--- src/rtl/regxfer_pkg.sv ---
package regxfer_pkg;
    localparam int NREG = 16;

    localparam logic [3:0] SLOT_ONES = 4'd0;
    localparam logic [3:0] SLOT_ACC  = 4'd3;
    localparam logic [3:0] SLOT_STK  = 4'd5;
    localparam logic [3:0] SLOT_PC   = 4'd6;
    localparam logic [3:0] SLOT_PROD = 4'd7;
    localparam logic [3:0] SLOT_ACCL = 4'd15;

    typedef struct packed {
        logic       is_move;
        logic       is_nop;
        logic [3:0] src;
        logic [3:0] dst;
        logic       src_wide;
        logic       dst_wide;
    } dec_t;

    function automatic logic slot_is_wide(logic [3:0] s);
        return (s == SLOT_ACC) || (s == SLOT_PROD);
    endfunction
endpackage

--- src/rtl/regxfer_decode.sv ---
module regxfer_decode
    import regxfer_pkg::*;
(
    input  logic [15:0] op_i,
    output dec_t        dec_o
);
    always_comb begin
        dec_o.is_move  = (op_i[15:9] == 7'd0);
        dec_o.is_nop   = (op_i == 16'd0);
        dec_o.src      = op_i[3:0];
        dec_o.dst      = op_i[7:4];
        dec_o.src_wide = slot_is_wide(op_i[3:0]);
        dec_o.dst_wide = slot_is_wide(op_i[7:4]);
    end
endmodule

--- src/rtl/regxfer_stack.sv ---
module regxfer_stack #(
    parameter int DW    = 16,
    parameter int DEPTH = 6
) (
    input  logic            clk_i,
    input  logic            rst_ni,
    input  logic            push_i,
    input  logic            pop_i,
    input  logic [DW-1:0]   data_i,
    input  logic            err_set_i,
    output logic            empty_o,
    output logic            full_o,
    output logic [DW-1:0]   tos_o,
    output logic [$clog2(DEPTH):0] sp_o,
    output logic            err_o
);
    localparam int IW   = $clog2(DEPTH);
    localparam int SP_W = IW + 1;
    localparam logic [SP_W-1:0] SP_EMPTY = SP_W'(DEPTH - 1);
    localparam logic [SP_W-1:0] SP_FULL  = '1;

    typedef struct packed {
        logic [DEPTH-1:0][DW-1:0] mem;
        logic [SP_W-1:0]          sp;
        logic                     err;
    } stk_t;

    stk_t st_d, st_q;
    logic [SP_W-1:0] top_sp;
    logic [IW-1:0]   top_idx;
    logic [IW-1:0]   free_idx;

    always_comb begin
        top_sp   = st_q.sp + SP_W'(1);
        top_idx  = top_sp[IW-1:0];
        free_idx = st_q.sp[IW-1:0];
        empty_o  = (st_q.sp == SP_EMPTY);
        full_o   = (st_q.sp == SP_FULL);
        tos_o    = empty_o ? '0 : st_q.mem[top_idx];
        sp_o     = st_q.sp;
        err_o    = st_q.err;

        st_d = st_q;
        if (err_set_i) st_d.err = 1'b1;
        if (push_i && pop_i) begin
            st_d.mem[top_idx] = data_i;
        end else if (push_i) begin
            st_d.mem[free_idx] = data_i;
            st_d.sp = st_q.sp - SP_W'(1);
        end else if (pop_i) begin
            st_d.sp = top_sp;
        end
    end

    always_ff @(posedge clk_i) begin
        if (!rst_ni) begin
            st_q.mem <= '0;
            st_q.sp  <= SP_EMPTY;
            st_q.err <= 1'b0;
        end else begin
            st_q <= st_d;
        end
    end


    sp_range_chk: assert property (@(posedge clk_i) disable iff (!rst_ni)
        (st_q.sp <= SP_EMPTY) || (st_q.sp == SP_FULL));

    no_push_full_chk: assert property (@(posedge clk_i) disable iff (!rst_ni)
        (push_i && !pop_i) |-> !full_o);

    no_pop_empty_chk: assert property (@(posedge clk_i) disable iff (!rst_ni)
        pop_i |-> !empty_o);

    err_sticky_chk: assert property (@(posedge clk_i) disable iff (!rst_ni)
        err_o |=> err_o);
endmodule

--- src/rtl/regxfer_unit.sv ---
module regxfer_unit
    import regxfer_pkg::*;
#(
    parameter int          DW        = 16,
    parameter int          STK_DEPTH = 6,
    parameter logic [15:0] RESET_PC  = 16'h0400
) (
    input  logic          clk_i,
    input  logic          rst_ni,
    input  logic [15:0]   instr_i,
    input  logic          instr_vld_i,
    input  logic [3:0]    obs_sel_i,
    output logic [31:0]   obs_data_o,
    output logic [15:0]   tos_o,
    output logic          cost_vld_o,
    output logic [1:0]    cost_o,
    output logic          unhandled_o,
    output logic          stk_err_o
);
    localparam int AW   = 2 * DW;
    localparam int SP_W = $clog2(STK_DEPTH) + 1;

    typedef struct packed {
        logic [NREG-1:0][DW-1:0] gr;
        logic [AW-1:0]           acc;
        logic [AW-1:0]           prod;
        logic [DW-1:0]           pc;
        logic                    cost_vld;
        logic [1:0]              cost;
        logic                    unh;
    } unit_t;

    unit_t st_d, st_q;
    dec_t  dec;

    logic            stk_push, stk_pop, stk_err_set;
    logic            stk_empty, stk_full;
    logic [DW-1:0]   stk_tos;
    logic [SP_W-1:0] stk_sp;
    logic [AW-1:0]   src_val;
    logic [DW-1:0]   narrow;
    logic            blocked;

    regxfer_decode i_decode (
        .op_i  (instr_i),
        .dec_o (dec)
    );

    regxfer_stack #(.DW(DW), .DEPTH(STK_DEPTH)) i_stack (
        .clk_i     (clk_i),
        .rst_ni    (rst_ni),
        .push_i    (stk_push),
        .pop_i     (stk_pop),
        .data_i    (narrow),
        .err_set_i (stk_err_set),
        .empty_o   (stk_empty),
        .full_o    (stk_full),
        .tos_o     (stk_tos),
        .sp_o      (stk_sp),
        .err_o     (stk_err_o)
    );

    // source operand as seen by a move
    always_comb begin
        case (dec.src)
            SLOT_ONES: src_val = AW'({DW{1'b1}});
            SLOT_ACC:  src_val = st_q.acc;
            SLOT_PROD: src_val = st_q.prod;
            SLOT_ACCL: src_val = AW'(st_q.acc[DW-1:0]);
            SLOT_STK:  src_val = AW'(stk_tos);
            SLOT_PC:   src_val = AW'(st_q.pc);
            default:   src_val = AW'(st_q.gr[dec.src]);
        endcase
        narrow = dec.src_wide ? src_val[AW-1:DW] : src_val[DW-1:0];
    end

    // observation port
    always_comb begin
        case (obs_sel_i)
            SLOT_ONES: obs_data_o = 32'(AW'({DW{1'b1}}));
            SLOT_ACC:  obs_data_o = 32'(st_q.acc);
            SLOT_PROD: obs_data_o = 32'(st_q.prod);
            SLOT_ACCL: obs_data_o = 32'(st_q.acc[DW-1:0]);
            SLOT_STK:  obs_data_o = 32'(stk_sp);
            SLOT_PC:   obs_data_o = 32'(st_q.pc);
            default:   obs_data_o = 32'(st_q.gr[obs_sel_i]);
        endcase
    end

    // next state
    always_comb begin
        st_d        = st_q;
        st_d.cost_vld = 1'b0;
        stk_push    = 1'b0;
        stk_pop     = 1'b0;
        stk_err_set = 1'b0;
        blocked     = ((dec.src == SLOT_STK) && stk_empty) ||
                      ((dec.dst == SLOT_STK) && (dec.src != SLOT_STK) && stk_full);
        if (instr_vld_i) begin
            st_d.cost_vld = 1'b1;
            st_d.cost     = 2'd1;
            st_d.pc       = st_q.pc + DW'(1);
            if (!dec.is_move) begin
                st_d.unh = 1'b1;
            end else if (!dec.is_nop) begin
                if (dec.dst == SLOT_PC) st_d.cost = 2'd2;
                if (blocked) begin
                    stk_err_set = 1'b1;
                end else begin
                    stk_pop  = (dec.src == SLOT_STK);
                    stk_push = (dec.dst == SLOT_STK);
                    case (dec.dst)
                        SLOT_ONES, SLOT_STK: ;
                        SLOT_ACC: begin
                            if (dec.src_wide) st_d.acc = src_val;
                            else              st_d.acc[AW-1:DW] = narrow;
                        end
                        SLOT_PROD: begin
                            if (dec.src_wide) st_d.prod = src_val;
                            else              st_d.prod[AW-1:DW] = narrow;
                        end
                        SLOT_ACCL: st_d.acc[DW-1:0] = narrow;
                        SLOT_PC:   st_d.pc = narrow;
                        default:   st_d.gr[dec.dst] = narrow;
                    endcase
                end
            end
        end
    end

    always_ff @(posedge clk_i) begin
        if (!rst_ni) begin
            st_q.gr       <= '0;
            st_q.acc      <= '0;
            st_q.prod     <= '0;
            st_q.pc       <= RESET_PC;
            st_q.cost_vld <= 1'b0;
            st_q.cost     <= 2'd0;
            st_q.unh      <= 1'b0;
        end else begin
            st_q <= st_d;
        end
    end

    assign tos_o       = stk_tos;
    assign cost_vld_o  = st_q.cost_vld;
    assign cost_o      = st_q.cost;
    assign unhandled_o = st_q.unh;


    unh_quiet_chk: assert property (@(posedge clk_i) disable iff (!rst_ni)
        (instr_vld_i && !dec.is_move) |=>
            ($stable(st_q.acc) && $stable(st_q.prod) && $stable(st_q.gr) &&
             st_q.pc == $past(st_q.pc) + DW'(1) && cost_o == 2'd1));

    unh_sticky_chk: assert property (@(posedge clk_i) disable iff (!rst_ni)
        unhandled_o |=> unhandled_o);

    nop_quiet_chk: assert property (@(posedge clk_i) disable iff (!rst_ni)
        (instr_vld_i && instr_i == 16'd0) |=>
            ($stable(st_q.acc) && $stable(st_q.prod) && $stable(st_q.gr) &&
             st_q.pc == $past(st_q.pc) + DW'(1)));

    pc_cost_chk: assert property (@(posedge clk_i) disable iff (!rst_ni)
        (instr_vld_i && dec.is_move && instr_i[7:4] == SLOT_PC) |=>
            (cost_vld_o && cost_o == 2'd2));

    cost_range_chk: assert property (@(posedge clk_i) disable iff (!rst_ni)
        cost_vld_o |-> (cost_o == 2'd1 || cost_o == 2'd2));

    blocked_quiet_chk: assert property (@(posedge clk_i) disable iff (!rst_ni)
        (instr_vld_i && dec.is_move && blocked) |=>
            ($stable(st_q.acc) && $stable(st_q.prod) && $stable(st_q.gr) && stk_err_o));
endmodule

--- config.mk ---
export PLATFORM = sky130hd
export DESIGN_NAME = regxfer_unit
export DESIGN_NICKNAME = d
export VERILOG_FILES = /design/src/rtl/regxfer_pkg.sv /design/src/rtl/regxfer_decode.sv /design/src/rtl/regxfer_stack.sv /design/src/rtl/regxfer_unit.sv
export SDC_FILE = /design/constraint.sdc
export NUM_CORES = 1
export LEC_CHECK = 0
export BUFFER_PORTS_ARGS = -buffer_cell sky130_fd_sc_hd__buf_2
export CAP_MARGIN = 0
export CORE_MARGIN = 2
export CORE_UTILIZATION = 45
export DETAILED_ROUTE_END_ITERATION = 10
export GPL_TIMING_DRIVEN = 0
export PLACE_DENSITY = 0.69
export SLEW_MARGIN = 20
export SYNTH_ARGS = -nofsm -noshare
export SYNTH_HDL_FRONTEND = slang
export SYNTH_SLANG_ARGS = --single-unit
--- constraint.sdc ---
create_clock -name clk_i -period 3.4 [get_ports clk_i]
set_clock_uncertainty 0.1 [all_clocks]
set_input_delay 0.17 -clock clk_i [delete_from_list [all_inputs] [get_ports clk_i]]
set_output_delay 0.17 -clock clk_i [all_outputs]
set_load 0.005 [all_outputs]
# Yosys cells after proc, flatten, opt, wreduce, memory -nomap -nowiden
# Index checks and enable logic that the tools add are counted.
[op_classes]
addsub = 3
order_cmp = 8
eq_ne = 19
muxes = 47
bitwise = 5
n_reduce_logical = 25
[ops]
columns = ["operator", "n"]
rows = [
  ["32-bit case mux with 6 select lines", 2],
  ["256-bit bitwise mux", 1],
  ["16-bit 2-to-1 mux", 14],
  ["96-bit bitwise mux", 2],
  ["96-bit 2-to-1 mux", 2],
  ["16-bit binary-select mux with 4-bit select", 2],
  ["16-bit demux with 3-bit select", 2],
  ["16-bit demux with 4-bit select", 1],
  ["16-bit binary-select mux with 3-bit select", 1],
  ["4-bit by 3-bit == test with 1-bit output, second input constant", 10],
  ["16-bit case mux with 2 select lines", 1],
  ["16-bit by 1-bit adder with 16-bit output, second input constant", 1],
  ["4-bit == test, second input constant", 4],
  ["16-bit logical NOT", 1],
  ["4-bit by 5-bit < comparator with 1-bit output, second input constant", 3],
  ["5-bit AND reduction", 3],
  ["1-bit 2-to-1 mux", 13],
  ["4-bit by 2-bit == test with 1-bit output, second input constant", 3],
  ["4-bit logical NOT", 3],
  ["4-bit 2-to-1 mux", 3],
  ["6-bit AND reduction", 2],
  ["3-bit by 4-bit < comparator with 1-bit output, second input constant", 2],
  ["1-bit logical AND", 7],
  ["7-bit logical NOT", 1],
  ["other kinds (12)", 23],
]
[totals]
register_bits = 441
out_inout_bits = 53

# Depth between registers and ports, before layout
# Gate-level depths: netlist of the first run.
[depth]
depth_word = 11
mapped_depth = 17

# Hierarchy
# From an unflattened synthesis of the first run, not the netlist that was laid out.
[hier_totals]
cells_unflattened = 2312
hier_area_um2 = 21923.5
[modules_own_cells]
columns = ["module", "n_inst", "cells_each", "area_per_inst_um2", "seq_area_each_um2"]
rows = [
  ["regxfer_unit", 1, 1816, 17120.2, 6806.5],
  ["regxfer_stack", 1, 478, 4684.5, 2021.9],
  ["regxfer_decode", 1, 18, 118.9, 0.0],
]

# Worst setup path before layout of the first run
# Ideal clock, no wire load.
[synth_path]
path_type = "flip-flop to flip-flop"
from = "reg i_stack.st_q, in the netlist i_stack.sp_o[1]"
to = "reg i_stack.st_q[89] (netlist bit)"
t_arrival_ps = 3357
setup_slack_ps = -184
path_stages_with_launch = 18
path_cell_list = "dfxtp_1 > inv_1 > ha_1 > and3b_1 > buf_2 > nand2_1 > nand2_1 > nor3_2 > ha_1 > buf_1 > nor3b_1 > a21oi_1 > mux2i_1 > nand4_1 > and2_1 > clkbuf_1 > buf_2 > o2bb2ai_1"
[synth_between]
elab_chain_len = 9
elab_cells_between_ends = 35
[synth_lines]
columns = ["item", "line_no", "rtl"]
rows = [
  ["start: declaration", "regxfer_stack.sv:28", "stk_t st_d, st_q;"],
  ["start signal: assignment", "regxfer_stack.sv:61", "st_q <= st_d;"],
  ["4-bit by 1-bit adder with 4-bit output, or another cell as far along", "regxfer_stack.sv:34", "top_sp = st_q.sp + SP_W'(1);"],
  ["16-bit binary-select mux with 3-bit select, or another cell as far along", "regxfer_stack.sv:39", "tos_o = empty_o ? '0 : st_q.mem[top_idx];"],
  ["16-bit 2-to-1 mux (implied by the code) or 1-bit logical OR (tied branches)", "regxfer_stack.sv:39, regxfer_unit.sv:97", ""],
  ["16-bit 2-to-1 mux or 1-bit 2-to-1 mux (tied branches)", "regxfer_stack.sv:39, regxfer_unit.sv:107", ""],
  ["32-bit case mux with 6 select lines or 1-bit 2-to-1 mux (tied branches)", "regxfer_unit.sv:65, regxfer_unit.sv:105", ""],
  ["16-bit 2-to-1 mux or 1-bit 2-to-1 mux (tied branches)", "regxfer_unit.sv:74, regxfer_unit.sv:103", ""],
  ["96-bit bitwise mux or 1-bit 2-to-1 mux (tied branches)", "regxfer_stack.sv:48, regxfer_unit.sv:99", ""],
  ["96-bit 2-to-1 mux or 1-bit logical AND (tied branches)", "regxfer_stack.sv:47, regxfer_stack.sv:45", ""],
  ["96-bit 2-to-1 mux or 2-bit nonzero test (tied branches)", "--", ""],
]
# Parallel ways exist; a longest one is shown, timed or not. The select of a mux whose other input is x is not followed.
# A chain may end at the register's enable or synchronous reset.

# Final worst setup path of the first run
[layout_path]
from = "in instr_i[2]"
to = "reg st_q[7] (netlist bit)"
[layout_between]
elab_chain_len = 8
elab_cells_between_ends = 21
[layout_lines]
columns = ["item", "line_no", "rtl"]
rows = [
  ["start: declaration", "regxfer_unit.sv:10", "input logic [15:0] instr_i,"],
  ["16-bit binary-select mux with 4-bit select", "regxfer_unit.sv:72", "default: src_val = AW'(st_q.gr[dec.src]);"],
  ["16-bit 2-to-1 mux (implied by the code)", "regxfer_unit.sv:72", ""],
  ["32-bit case mux with 6 select lines", "regxfer_unit.sv:65", "case (dec.src)"],
  ["16-bit 2-to-1 mux", "regxfer_unit.sv:74", "narrow = dec.src_wide ? src_val[AW-1:DW] : src_val[DW-1:0];"],
  ["16-bit 2-to-1 mux", "regxfer_unit.sv:112", "case (dec.dst)"],
  ["16-bit 2-to-1 mux", "regxfer_unit.sv:107", "if (blocked) begin"],
  ["16-bit 2-to-1 mux (*)", "regxfer_unit.sv:105", "end else if (!dec.is_nop) begin"],
  ["16-bit 2-to-1 mux (*)", "regxfer_unit.sv:103", "if (!dec.is_move) begin"],
  ["end signal: assignment", "regxfer_unit.sv:141", "st_q <= st_d;"],
  ["end: declaration", "regxfer_unit.sv:33", "unit_t st_d, st_q;"],
]
# Every way passes the cells marked *; elsewhere a longest branch is shown, timed or not. The select of a mux whose other input is x is not followed.

==> results by group, run 1 <==
Critical path
  – CP startpoint kind: primary input
  – Crit path max fanout: 10
  – Arrival time at the worst endpoint: approximately 3800 ps
  – Worst R2R Path Depth: 9
  – Critical path capture point type: flip-flop
  – CP Class: in -> reg
  – Delay-heaviest family, CP: buffers and inverters
  – Reg-to-reg startpoint: i_stack.sp_o[0]
  – Required time of the critical path: 3760 ps
  – Crit path cell chain: buf_2 -> clkbuf_1 -> nor2_1 -> clkbuf_1 -> a22oi_1 -> a21oi_1 -> a311oi_4 -> buf_4 -> o21ai_4 -> buf_4 -> buf_12 -> o32ai_1
  – Crit path depth: 12
  – CP bufs+invs: 6
  – CP max stage delay: 820 ps
  – Worst Setup SP: instr_i[2]
  – CP max stage cell: clkbuf_1

Synth
  – Syn_area_per_cell: 9.45 um^2
  – Register area share after synthesis: 40.1%
  – Prevailing post-synth register cell: dfxtp_1
  – Unique masters post-synth: 84
  – Mapped Cells: approximately 2300
  – #FFs+latches synth: ~440
  – Synthesized area: 22000 um^2
  – EDFF count, synth: 0
  – Fraction of registers with async set/reset: 0%
  – YS warnings: 0
  – Mapped Nets: 2361

Detailed routing
  – First-pass DRT Iterations: 8
  – Drt wl/cell: 33.2 um
  – Vias per cell: 6.81
  – Vias after detailed routing: about 22000
  – Initial DRC Count: 2878
  – Drt total wl: between 100000 and 150000 um
  – ANT nets after route: 0
  – DRC Markers: 0

Clock network
  – CTS Sinks: between 400 and 500
  – CTS Buffer Depth: 3
  – Max H-tree Level: 2
  – Clock transition at path regs: roughly 60 ps
  – TritonCTS clock tree: built
  – Clock Tree Root: clkbuf_16
  – CTS buffer count: 49
  – Clock Latency Late Sink: 620 ps

Power
  – Worst IR Drop VDD: roughly 0.00044 V
  – Pwr Density: between 400 and 500 nW/um^2
  – LEAKAGE: 9.61 nW

Final layout
  – Nets: 2526
  – Fin util: 53.6%
  – Area Overhead vs Synth: 18.4%
  – Layout cells sized above 1: 22.5%

Global route
  – Initial antenna violation count: 5
  – Largest net degree at the start of global routing: 16
  – First-pass GRT wire length: 147000 um
  – Vias in the first global route: ~20000
  – Grt ovf: 0
  – Global Route Usage Sum: 41.0%

Job
  – Max-cap violations: 0

Floorplan
  – Initial core utilization: between 40 and 50%
  – Boundary Pins: 76
  – Die Width: 225 um
  – FP Rows: 81
  – Core ar.: 48600 um^2
  – Height of the chip: 225 um
  – Die area: between 50000 and 60000 um^2

STA
  – Relative slew slack: between 15 and 20%
  – Final period utilization: 101%
  – Setup violations, final: 12
  – Final Hold Viols: 0
  – Hold_ws: 66.0 ps
  – Fmax: a little under 300 MHz
  – Final Worst Setup Slack: -43.0 ps
  – Minimum clock period after layout: 3440 ps
  – Pins over their slew limit: 0
  – Slew of the pin with the lowest slew margin: 1200 ps
  – Setup TNS: -183 ps

Place
  – GPL Wtd Cong: 1.04
  – Place WS: -1260 ps
  – Post-DP HPWL: around 77000 um
  – Port buffer count: 69

Status
  – Status: complete, but fails checks
  – Violated checks: setup timing

Hold path
  – Cell count of the worst hold path: 4
  – Tightest Hold Check Type: in -> reg
  – Hold path start: instr_i[6]
## flip-flops by register name (all words and copies together) (netlist names)
name and cells:
unhandled_o 1, i_stack.st_q 96, cost_vld_o 1, i_stack.err_o 1
i_stack.sp_o 4, st_q 336, cost_o 2
## cell families after synthesis
logic type	Yosys count	synth area share, %
compound gates	648	18.8
xor+xnor	9	0.392
fa+ha+maj	5	0.284
buf+inv	235	4.99
flops	441	40.1
mux	269	19.5
simple gates	726	16.0
## cell type report
| type | instances | area, um^2 |
|---|---|---|
| Inverter | 27 | 110 |
| Antenna cell | 6 | 15.0 |
| Multi-Input combinational cell | 1657 | 12700 |
| Timing Repair Buffer | 122 | 861 |
| Sequential cell | 441 | 8830 |
| Clock buffer | 66 | 1390 |
| Buffer | 200 | 1080 |
| Tap cell | 622 | 778 |
| Fill cell | 4425 | 22600 |
| Clock inverter | 24 | 354 |
## routing by layer
metal  vias to the layer above  track usage [%]  share of wire, %
met4                         4             32.6               9.7
met5                         -                0             0.025
met3                       454             9.28                11
li1                       8915                -                 -
met2                      1551             59.8                42
met1                     10630             52.3                38
## synth_stat cells (48+ instances only)
master    count  area, um^2
buf_2        75         375
nor3_1       48         240
dfxtp_1     441        8830
mux2i_1     114        1140
and2_1      106         663
o21ai_0     222        1110
nand3_1      66         330
clkbuf_1     98         368
nand2_1     328        1230
a21oi_1     100         500
o21ai_1      79         395
nor2_1       69         259
mux4_2      126        2840
## path summary, 6_finish.rpt
check                           slack, ps               end
worst min-delay path                   70         st_q[101]
worst min register to register        350  i_stack.st_q[14]
worst max-delay path                  -40           st_q[7]
worst max register to register        -20         st_q[248]
## timing repair
item | CTS | global route
setup buffers | 37 | 10
gates cloned | 0 | 1
pin swaps | 23 | 7
endpoints found under the hold margin | 5 | 0
setup endpoints to repair | 341 | 282
hold buffers | 4 | 0
gates resized for setup | 91 | 81
## worst reg2reg max path: cells and delay by family, from the launching register on
family                     cells  cell delay (ps)
AOI/OAI and AO/OA              4             1220
xor gates and xnor gates       1              380
adders and majority gates      1              340
buffers and inverters          2              730
DFF                            1              390
and+or+nand+nor                1              110
## power by group
part	total, mW	leakage, nW	internal [mW]	switching, mW
logic	1.37	5.20	0.373	0.997
clock network	5.81	0.859	3.48	2.33
registers	5.18	3.55	5.17	0.00902
## layout by cell type (no fill, tap or decap), types with 31 or more instances in the layout
master,instances
clkbuf_16,51
nand3_1,61
buf_2,127
and2_1,105
nor3_1,42
a21oi_1,99
mux4_2,126
buf_4,66
o21ai_0,213
o21ai_1,84
dfxtp_1,440
a22oi_1,31
mux2i_1,113
nor2_1,68
clkbuf_1,80
nand2_1,326
## per-stage QoR
step | cells | instance area [um^2] | total power [mW]
after floorplan | 2333 | 22100 | 5.86
after global placement | 3024 | 23200 | 6.42
after detailed placement | 3025 | 23200 | 6.42
after CTS | 3152 | 25700 | 12.3
after global routing | 3160 | 26100 | 12.5
final | 3165 | 26100 | 12.4
Power figures use the tool's default switching activity.
==> run 2, diff against run 1 <==
BUFFER_PORTS_ARGS = -buffer_cell sky130_fd_sc_hd__clkbuf_2   (was -buffer_cell sky130_fd_sc_hd__buf_2)
CORE_MARGIN = unset   (was 2)
REMOVE_ABC_BUFFERS = 1   (was unset)
==> run 2 against run 1 <==
  * Highest routed layer is now met4
  * The flow now finishes without violations
  * Non-clock buffer count fell by 196
  * Worst hold slack worse by 0.99 ps
  * Count of clock-buffer cells in the layout unchanged
==> results by group, run 2 (synthesized netlist as in run 1, its figures left out) <==
Status
  – Status: finished, final reports clean (was complete, but fails checks)

Floorplan
  – FP Rows: 80 (was 81)
  – Height of the chip: 223 um (was 225 um)
  – Core ar.: 48000 um^2 (was 48600 um^2)
  – Initial core utilization: 45.9% (was 45.3%)
  – Die Width: 223 um (was 225 um)
  – Boundary Pins: 76 (unchanged)
  – Die area: 49900 um^2 (was 50800 um^2)

Final layout
  – Top reg by flops: st_q (unchanged)
  – FILL cells: 4243 (was 4425)
  – Layout cells sized above 1: 19.6% (was 22.5%)
  – Leading cell type in the layout, fill and taps excluded: dfxtp_1 (unchanged)
  – Fin util: 52.3% (was 53.6%)
  – Largest register FFs: 336 (unchanged)
  – Most frequent cells in the layout: 438 x dfxtp_1, 325 x nand2_1, 221 x o21ai_0 (was 440 x dfxtp_1, 326 x nand2_1, 213 x o21ai_0)
  – Area Overhead vs Synth: 14.0% (was 18.4%)
  – Nets: 2332 (was 2526)
  – Antenna cell count: 0 (was 6)

Clock network
  – Clock Tree Root: clkbuf_16 (unchanged)
  – Clock transition at path regs: 60 ps (about the same)
  – Clock Latency Late Sink: 610 ps (was 620 ps)
  – CTS buffer count: 48 (was 49)
  – Max H-tree Level: 2 (unchanged)
  – CTS Sinks: 441 (unchanged)
  – CTS Buffer Depth: 3 (unchanged)
  – TritonCTS clock tree: built (unchanged)

Critical path
  – Reg-to-reg startpoint: i_stack.sp_o[0] (unchanged)
  – Arrival time at the worst endpoint: 3680 ps (was 3800 ps)
  – CP max stage delay: 560 ps (was 820 ps)
  – Critical path capture point type: flip-flop (unchanged)
  – Crit path cell chain: buf_12 -> inv_1 -> ha_4 -> buf_6 -> nor3_1 -> o31a_1 -> o22ai_1 -> a21o_2 -> o21ai_0 (was buf_2 -> clkbuf_1 -> nor2_1 -> clkbuf_1 -> a22oi_1 -> a21oi_1 -> a311oi_4 -> buf_4 -> o21ai_4 -> buf_4 -> buf_12 -> o32ai_1)
  – Crit path max fanout: 31 (was 10)
  – Worst Setup SP: i_stack.sp_o[0] (was instr_i[2])
  – Required time of the critical path: 3760 ps (about the same)
  – CP Class: reg -> reg (was in -> reg)
  – CP startpoint kind: flip-flop (was primary input)
  – R2r setup slk: 80 ps (was -20 ps)
  – Worst R2R Path Depth: 9 (unchanged)
  – Crit path to: st_q[233] (was st_q[7])
  – CP max stage cell: a21o_2 (was clkbuf_1)
  – FF-to-FF End: st_q[233] (was st_q[248])

STA
  – Setup violations, final: 0 (was 12)
  – Fmax: 301 MHz (was 290 MHz)
  – Minimum clock period after layout: 3320 ps (was 3440 ps)
  – Final Worst Setup Slack: 82.1 ps (was -43.0 ps)
  – Final period utilization: 97.6% (was 101%)
  – Final Hold Viols: 0 (unchanged)
  – Relative slew slack: 22.5% (was 19.3%)
  – Pins over their slew limit: 0 (unchanged)
  – Slew of the pin with the lowest slew margin: 1160 ps (was 1200 ps)
  – RSZ-0062 raised after global routing: yes

Detailed routing
  – Vias per cell: 6.56 (was 6.81)
  – Drt wl/cell: 25.7 um (was 33.2 um)
  – ANT nets after route: 0 (unchanged)
  – First-pass DRT Iterations: 8 (unchanged)
  – Initial DRC Count: 2919 (was 2878)
  – Drt total wl: 75800 um (was 105000 um)
  – Vias after detailed routing: 19391 (was 21554)
  – DRC Markers: 0 (unchanged)

Global route
  – Initial antenna violation count: 0 (was 5)
  – Global Route Usage Sum: 30.1% (was 41.0%)
  – First-pass GRT wire length: 115000 um (was 147000 um)
  – Grt ovf: 0 (unchanged)
  – Largest net degree at the start of global routing: 108 (was 16)
  – Vias in the first global route: 18637 (was 20405)

Place
  – Place WS: -1760 ps (was -1260 ps)
  – Port buffer count: 75 (was 69)
  – Post-DP HPWL: 48600 um (was 77000 um)
  – GPL Wtd Cong: 0.927 (was 1.04)

Power
  – Pwr Density: 465 nW/um^2 (was 474 nW/um^2)
  – Total power: 11.7 mW (was 12.4 mW)
  – LEAKAGE: 8.99 nW (was 9.61 nW)
  – Worst IR Drop VDD: 0.000367 V (was 0.000436 V)

Hold path
  – Tightest Hold Check Type: in -> reg (unchanged)
  – Hold path start: instr_i[6] (unchanged)
  – Cell count of the worst hold path: 4 (unchanged)

Job
  – Max-cap violations: 0 (unchanged)
[run 2: cell types whose count changed in the layout (fill, tap and decap cells not counted), moves of 5 or more]
cell / delta
buf_2: -127
buf_4: -44
buf_6: +6
clkbuf_1: -73
clkbuf_2: +48
clkbuf_8: +6
diode_2: -6
nand3_1: -7
nand3_2: +8
o21ai_0: +8
o21ai_1: -5
[run 2: how the worst min path moves through the flow]
stage	end	slack, ps
detailed placement	i_stack.st_q[81]	340
global placement	i_stack.st_q[51]	330
CTS	st_q[243]	20
finish	st_q[115]	70
global route	st_q[243]	70
floorplan	i_stack.sp_o[0]	130
[run 2: report_power, final]
group / internal, mW / switching, mW
combinational: 0.299 / 0.712
clock: 3.25 / 2.25
sequential: 5.17 / 0.00654
total: 8.72 / 2.97
[run 2: final cells by class]
class	count	area [um^2]	area share, %
multi-input cells	1660	12700	50.6
inverters	27	109	0.433
flip-flops and latches	441	8840	35.2
well taps	615	769	3.06
clock buffers	66	1390	5.53
clock inverters	20	274	1.09
repair buffers	126	1040	4.14
[run 2: critical path: cells and delay by family, from the launching register on]
kind / cells / cell delay (ps)
buffers and inverters: 3 / 650
DFF: 1 / 370
AOI/OAI and AO/OA: 4 / 1460
and+or+nand+nor: 1 / 100
adders and majority gates: 1 / 470
[run 2: timing repair]
action	CTS	global route
hold endpoints to repair	1	0
hold buffers	3	0
pin swaps	12	9
setup endpoints to repair	356	219
setup buffers	19	7
gates cloned	2	1
gates resized for setup	56	18
[run 2: stage by stage]
stage	setup TNS, ps	cells	hold WS [ps]	area, um^2
global route	0	2955	74.5	25100
finish	0	2955	65.1	25100
detailed placement	-447690	2837	340	22700
global placement	-1526310	2815	329	22200
floorplan	-514270	2125	132	21000
CTS	0	2947	19.5	24900
[run 2: layer usage]
layer	global-route usage [%]	vias to the layer above	wire, um
met1	40.4	9470	29500
met3	6.86	211	8720
met4	15.9	0	3890
met5	0	-	0
met2	45.1	1190	33700
li1	-	8520	-
